File: src/rtl/txd_pkg.sv
package txd_pkg;
  localparam int WORD_W = 32;
  localparam int SIZE_W = 13;
  localparam int THR_W  = 6;
  localparam int NCC_W  = 4;

  typedef struct packed {
    logic             crs;
    logic             tabt;
    logic             owc;
    logic             hbf;
    logic [NCC_W-1:0] ncc;
    logic             tok;
    logic             tun;
  } txd_stat_t;

  function automatic logic [WORD_W-1:0] txd_pack(input txd_stat_t st,
                                                 input logic [THR_W-1:0] thr,
                                                 input logic own,
                                                 input logic [SIZE_W-1:0] size);
    return {st.crs, st.tabt, st.owc, st.hbf, st.ncc, 2'b00, thr,
            st.tok, st.tun, own, size};
  endfunction
endpackage

File: src/rtl/txd_slot.sv
module txd_slot
  import txd_pkg::*;
(
  input  logic                  clk,
  input  logic                  rst,
  input  logic                  wr_acc,
  input  logic [THR_W-1:0]      wr_thr,
  input  logic                  wr_own,
  input  logic [SIZE_W-1:0]     wr_size,
  input  logic                  upd_own,
  input  logic                  upd_stat,
  input  txd_stat_t             stat_in,
  input  logic                  start_clr,
  output logic [WORD_W-1:0]     word,
  output logic                  own,
  output logic                  armed,
  output logic [SIZE_W-1:0]     size,
  output logic [THR_W-1:0]      thr,
  output logic                  stat_nz,
  output logic                  hbf
);
  txd_stat_t stat_q;

  always_ff @(posedge clk) begin
    if (rst) begin
      stat_q <= '0;
      thr    <= '0;
      own    <= 1'b1;
      size   <= '0;
      armed  <= 1'b0;
    end else begin
      if (wr_acc) begin
        thr    <= wr_thr;
        size   <= wr_size;
        own    <= wr_own;
        stat_q <= '0;
      end
      // engine report overrides the host clear
      if (upd_stat) stat_q <= stat_in;
      if (upd_own)  own    <= 1'b1;
      if (wr_acc)         armed <= ~wr_own;
      else if (start_clr) armed <= 1'b0;
    end
  end

  always_comb begin
    word    = txd_pack(stat_q, thr, own, size);
    stat_nz = |stat_q;
    hbf     = stat_q.hbf;
  end
endmodule

File: src/rtl/txd_thresh.sv
module txd_thresh #(
  parameter int THR_W      = 6,
  parameter int LVL_W      = 12,
  parameter int UNIT_SHIFT = 5,
  parameter int ZERO_BYTES = 8
) (
  input  logic [THR_W-1:0] code,
  output logic [LVL_W-1:0] bytes
);
  always_comb begin
    if (code == '0) bytes = LVL_W'(ZERO_BYTES);
    else            bytes = LVL_W'(code) << UNIT_SHIFT;
  end
endmodule

File: src/rtl/txd_sched.sv
module txd_sched #(
  parameter int NDESC    = 4,
  parameter int LVL_W    = 12,
  parameter int SIZE_W   = 13,
  parameter int LONG_LIM = 1792,
  localparam int IDX_W   = (NDESC > 1) ? $clog2(NDESC) : 1
) (
  input  logic                              clk,
  input  logic                              rst,
  input  logic [NDESC-1:0]                  armed,
  input  logic [NDESC-1:0]                  own,
  input  logic [NDESC-1:0][SIZE_W-1:0]      size,
  input  logic [NDESC-1:0][LVL_W-1:0]       thr_bytes,
  input  logic [LVL_W-1:0]                  fifo_level,
  input  logic                              fifo_pkt_done,
  output logic [NDESC-1:0]                  start_clr,
  output logic                              tx_start,
  output logic [IDX_W-1:0]                  tx_start_idx
);
  logic [IDX_W-1:0] head, head_nxt;
  logic             wait_own;
  logic             ready, is_long;

  always_comb begin
    head_nxt  = (head == IDX_W'(NDESC-1)) ? '0 : head + 1'b1;
    ready     = !wait_own && armed[head] && !own[head] &&
                ((fifo_level >= thr_bytes[head]) || fifo_pkt_done);
    is_long   = size[head] > SIZE_W'(LONG_LIM);
    start_clr = '0;
    if (ready) start_clr[head] = 1'b1;
  end

  always_ff @(posedge clk) begin
    if (rst) begin
      head         <= '0;
      wait_own     <= 1'b0;
      tx_start     <= 1'b0;
      tx_start_idx <= '0;
    end else begin
      tx_start <= ready;
      if (ready) begin
        tx_start_idx <= head;
        if (is_long) wait_own <= 1'b1;
        else         head     <= head_nxt;
      end else if (wait_own && own[head]) begin
        wait_own <= 1'b0;
        head     <= head_nxt;
      end
    end
  end
endmodule

File: src/rtl/txdesc_bank.sv
module txdesc_bank
  import txd_pkg::*;
#(
  parameter int NDESC    = 4,
  parameter int LVL_W    = 12,
  parameter int LONG_LIM = 1792,
  localparam int IDX_W   = (NDESC > 1) ? $clog2(NDESC) : 1
) (
  input  logic               clk,
  input  logic               rst,
  input  logic               host_wr_en,
  input  logic [IDX_W-1:0]   host_wr_addr,
  input  logic [31:0]        host_wr_data,
  input  logic [3:0]         host_be,
  input  logic [IDX_W-1:0]   host_rd_addr,
  output logic [31:0]        host_rd_data,
  input  logic               link_100m,
  input  logic               hw_upd,
  input  logic [IDX_W-1:0]   hw_idx,
  input  logic               hw_own_set,
  input  logic               hw_stat_load,
  input  logic               hw_crs,
  input  logic               hw_tabt,
  input  logic               hw_owc,
  input  logic               hw_hbf,
  input  logic [3:0]         hw_ncc,
  input  logic               hw_tok,
  input  logic               hw_tun,
  input  logic [LVL_W-1:0]   fifo_level,
  input  logic               fifo_pkt_done,
  output logic               tx_start,
  output logic [IDX_W-1:0]   tx_start_idx
);
  logic [NDESC-1:0][WORD_W-1:0] words;
  logic [NDESC-1:0]             own_vec, armed_vec, stat_nz, hbf_vec, start_clr;
  logic [NDESC-1:0][SIZE_W-1:0] size_vec;
  logic [NDESC-1:0][THR_W-1:0]  thr_vec;
  logic [NDESC-1:0][LVL_W-1:0]  thr_bytes;
  logic                         wr_full;
  txd_stat_t                    stat_in;
  logic                         unused_wr_bits;

  assign unused_wr_bits = ^{host_wr_data[31:22], host_wr_data[15:14]};
  assign wr_full        = host_wr_en && (host_be == 4'hF);

  always_comb begin
    stat_in.crs  = hw_crs;
    stat_in.tabt = hw_tabt;
    stat_in.owc  = hw_owc;
    stat_in.hbf  = hw_hbf & ~link_100m;
    stat_in.ncc  = hw_ncc;
    stat_in.tok  = hw_tok;
    stat_in.tun  = hw_tun;
  end

  for (genvar i = 0; i < NDESC; i++) begin : g_desc
    logic sel_wr, sel_hw;
    assign sel_wr = wr_full && (host_wr_addr == IDX_W'(i));
    assign sel_hw = hw_upd && (hw_idx == IDX_W'(i));

    txd_slot u_slot (
      .clk       (clk),
      .rst       (rst),
      .wr_acc    (sel_wr),
      .wr_thr    (host_wr_data[21:16]),
      .wr_own    (host_wr_data[13]),
      .wr_size   (host_wr_data[12:0]),
      .upd_own   (sel_hw && hw_own_set),
      .upd_stat  (sel_hw && hw_stat_load),
      .stat_in   (stat_in),
      .start_clr (start_clr[i]),
      .word      (words[i]),
      .own       (own_vec[i]),
      .armed     (armed_vec[i]),
      .size      (size_vec[i]),
      .thr       (thr_vec[i]),
      .stat_nz   (stat_nz[i]),
      .hbf       (hbf_vec[i])
    );

    txd_thresh #(.THR_W(THR_W), .LVL_W(LVL_W)) u_thr (
      .code  (thr_vec[i]),
      .bytes (thr_bytes[i])
    );
  end

  txd_sched #(
    .NDESC(NDESC), .LVL_W(LVL_W), .SIZE_W(SIZE_W), .LONG_LIM(LONG_LIM)
  ) u_sched (
    .clk           (clk),
    .rst           (rst),
    .armed         (armed_vec),
    .own           (own_vec),
    .size          (size_vec),
    .thr_bytes     (thr_bytes),
    .fifo_level    (fifo_level),
    .fifo_pkt_done (fifo_pkt_done),
    .start_clr     (start_clr),
    .tx_start      (tx_start),
    .tx_start_idx  (tx_start_idx)
  );

  always_ff @(posedge clk) begin
    if (rst) host_rd_data <= '0;
    else     host_rd_data <= words[host_rd_addr];
  end
endmodule

File: config.mk
export PLATFORM = sky130hd
export DESIGN_NAME = txdesc_bank
export DESIGN_NICKNAME = d
export VERILOG_FILES = /design/src/rtl/txd_pkg.sv /design/src/rtl/txd_slot.sv /design/src/rtl/txd_thresh.sv /design/src/rtl/txd_sched.sv /design/src/rtl/txdesc_bank.sv
export SDC_FILE = /design/constraint.sdc
export NUM_CORES = 1
export LEC_CHECK = 0
export CORE_MARGIN = 3
export CORE_UTILIZATION = 40
export CTS_BUF_LIST = sky130_fd_sc_hd__clkbuf_8
export DETAILED_ROUTE_END_ITERATION = 8
export DONT_BUFFER_PORTS = 1
export PLACE_DENSITY = 0.57
export SYNTH_ARGS = -nofsm -noshare
export SYNTH_HDL_FRONTEND = slang
export SYNTH_SLANG_ARGS = --single-unit
File: constraint.sdc
create_clock -name clk -period 4.6 [get_ports clk]
set_input_delay 0.92 -clock clk [delete_from_list [all_inputs] [get_ports clk]]
set_output_delay 0.92 -clock clk [all_outputs]
set_load 0.01 [all_outputs]
==> flow_summary.toml <==
[timing]
rsz0062_at_grt = "no"
slew_violations = 0
slew_headroom_pct = 25.62
worst_slew_pin_slew_ns = 1.116
setup_viol = 0
hold_viol_final = 0
worst_slack_ns = 1.107
max_freq_ghz = 0.2863
post-route-period-util_pct = 75.93
skew_ns = 0.008561
finalCriticalPeriod_ns = 3.493
fin_hold_ws_ns = 0.4645
setup_tns_ns = 0

[die]
core_mm2 = 0.01676
initial_core_util_pct = 41.44
die-area_mm2 = 0.01898
die_width_um = 137.8
rows = 47
die_y_um = 137.8
num_io_pins = 107

[flow_run]
maxCapViolations = 0

[worst_setup_path]
r2r_slack_ns = 1.11
critPathLaunch = "u_sched.head[1]$_SDFFE_PP0P_"
cp.arrival_ns = 3.83
path_max_fanout = 24
cp.depth = 10
critical_path.max_stage_delay_ns = 0.99
cp_top_family = "compound AO/OA/AOI/OAI gates"
crit_required_ns = 4.94
critPathBufInv = 0
cpMaxStageDelayCell = "dfxtp_1"
reg2reg_depth = 10
critPathKind = "register to register"
r2r_start = "u_sched.head[1]$_SDFFE_PP0P_"
path_cells = "nor4_1 > a311oi_1 > a21oi_1 > ha_1 > or4b_1 > a21oi_1 > o21a_1 > o211ai_4 > o21ai_2 > mux2_4"
endpoint_kind = "register"
cp-start-kind = "register"
endpoint = "u_sched.head[0]$_SDFFE_PP0P_"
r2r_end = "u_sched.head[0]$_SDFFE_PP0P_"
crit_top_cell = "a21oi_1"

[synth]
syn_inst = 782
synth_common_cells = "nand2_1 (202), dfxtp_1 (160), a21oi_1 (121), nand3_1 (50), clkbuf_1 (46)"
synth_area_mm2 = 0.006945
async_reset_ff_share_pct = 0
ys_types = 48
ys_warn_count = 0
synth.most_common_cell = "nand2_1"
yosysSeqAreaShare_pct = 46.12
synth_top_cell_area_share_pct = 46.12
synth-seq-cells = 160
synthTopCellsByArea = "dfxtp_1 (46%), mux4_2 (12%), nand2_1 (11%), a21oi_1 (8.7%), nand3_1 (3.6%)"
synthFlopType = "dfxtp_1"
yosysTopAreaCell = "dfxtp_1"
synth_edf_count = 0
synth_area_per_cell_um2 = 8.882

[placed_design]
gp_congestion = 0.7746
hpwl_um = 11420
pre_cts_slack_ns = 1.123
dpl_cell_area_mm2 = 0.007029
portBuffers = 0

[power_and_ir_drop]
clkPwrFrac_pct = 39.9
p_seq_share_pct = 57.5
switching_share_pct = 21.31
intPower_mw = 1.919
p_switching_mw = 0.5199
power_density_mw_per_mm2 = 330.4
p_leak_nw = 2.387
combPwrFrac_pct = 2.5
ir_drop_mv = 0.1690

[cells_and_area]
diodes = 0
stdcell_area_mm2 = 0.007383
final_util_pct = 44.05
layout.nets = 831
fillCellCount = 1611
synthToLayoutAreaGrowth_pct = 6.305
layout-drive-gt1-share_pct = 10.19

[global_routing]
grt_start_max_net_pins = 164
grt_usage_pct = 19.75
grt_pass1_wl_um = 28630
grt_pass1_vias = 5423
antenna_found_initial = 0
grt_overflow = 0

[drt]
wire_per_inst_um = 18.83
drtIter0Drc = 419
antenna_left = 0
drc_errors = 0
wirelength_um = 18380
viasPerCell = 5.706
vias = 5569
firstDrtPassIters = 5

[hold_path]
hold_class = "register to register"

[outcome]
outcome = "finished, final reports clean"

[clock_network]
clk_pin_slew_ns = 0.07
cts-root-buf = "clkbuf_8"
cts.sinks = 160
cts_tree = "done"
htree_num_levels = 4
cts_resized = 0
cts_hold_buffers = 0
cts_buffer_depth = 2
cts_buffers = 17
cts_setup_buffers = 0
clkLatencyLatePin_ns = 0.45
sequential cells by signal, indices dropped and copies added (netlist names):
signal and cells:
g_desc.u_slot.size 52, g_desc.u_slot.word 36, host_rd_data 30, g_desc.u_slot.thr 24, g_desc.u_slot.armed 4, g_desc.u_slot.hbf 4
g_desc.u_slot.own 4, u_sched.head 2, u_sched.tx_start_idx 2, u_sched.tx_start 1, u_sched.wait_own 1
how the worst min path moves through the flow:
| stage | startpoint | to | slack [ns] | depth (start not counted) |
|---|---|---|---|---|
| after floorplan | g_desc[0].u_slot.size[12]$_SDFFE_PP0P_ | g_desc[0].u_slot.size[12]$_SDFFE_PP0P_ | 0.44 | 2 |
| after global placement | g_desc[3].u_slot.word[14]$_SDFFE_PP0P_ | g_desc[3].u_slot.word[14]$_SDFFE_PP0P_ | 0.45 | 2 |
| after detailed placement | g_desc[3].u_slot.hbf$_SDFFE_PP0P_ | g_desc[3].u_slot.hbf$_SDFFE_PP0P_ | 0.45 | 2 |
| after CTS | g_desc[3].u_slot.hbf$_SDFFE_PP0P_ | g_desc[3].u_slot.hbf$_SDFFE_PP0P_ | 0.46 | 2 |
| after global routing | g_desc[1].u_slot.word[15]$_SDFFE_PP0P_ | g_desc[1].u_slot.word[15]$_SDFFE_PP0P_ | 0.48 | 2 |
| final | g_desc[3].u_slot.hbf$_SDFFE_PP0P_ | g_desc[3].u_slot.hbf$_SDFFE_PP0P_ | 0.46 | 2 |
cells in the final DEF (no fill, tap or decap), types with 3 or more instances in the layout:
cell and count:
a21oi_1 121, a31oi_1 3, and3_1 3, buf_4 4
clkbuf_8 19, clkinv_2 5, dfxtp_1 160, ha_1 11
inv_1 12, mux2i_1 3, mux4_2 36, nand2_1 202
nand2b_1 4, nand3_1 49, nand4_1 4, nor2_1 22
nor2b_1 34, nor4_1 9, o21ai_0 10, o31ai_1 4
or4_1 3
power groups by stage:
| stage | logic [mW] | clock network [mW] | registers (mW) |
|---|---|---|---|
| final | 0.0619 | 0.974 | 1.40 |
| after global routing | 0.0681 | 1.06 | 1.40 |
| after CTS | 0.0623 | 0.998 | 1.40 |
| after detailed placement | 0.0620 | 0 | 1.44 |
| after global placement | 0.0597 | 0 | 1.44 |
| after floorplan | 0.0830 | 0 | 1.43 |
worst min-delay path, cell delays in order (launching register included):
cell	delay, ns
dfxtp_1	0.31
nand3_1	0.06
a21oi_1	0.05
metal layers:
layer  global-route usage, %  wire length (um)
met1                   24.29              7496
met2                   33.49              9077
met3                   5.296              1430
met4                   6.751               376
met5                       0                 0
final cells by class:
| class | count | area [um2] | area share (%) |
|---|---|---|---|
| tap | 220 | 275.3 | 3.728 |
| clock inverter | 8 | 92.59 | 1.254 |
| clock buffer | 19 | 261.5 | 3.542 |
| sequential | 160 | 3203 | 43.38 |
| multi-input combinational | 552 | 3470 | 46.99 |
| inverter | 13 | 51.30 | 0.6948 |
| timing repair buffer | 4 | 30.03 | 0.4067 |
stage by stage:
stage / cells / total power, mW
after floorplan: 783 / 1.517
after CTS: 976 / 2.464
final: 976 / 2.439
after global placement: 949 / 1.496
after global routing: 976 / 2.530
after detailed placement: 949 / 1.498
cells by family after synthesis:
kind of cell,synth area share [%]
muxes,13.08
buffers and inverters,4.179
adders and majority gates,1.982
other,0.05399
and+or+nand+nor,22.57
DFF,46.12
AOI/OAI and AO/OA,12.02
Power figures use the tool's default switching activity.
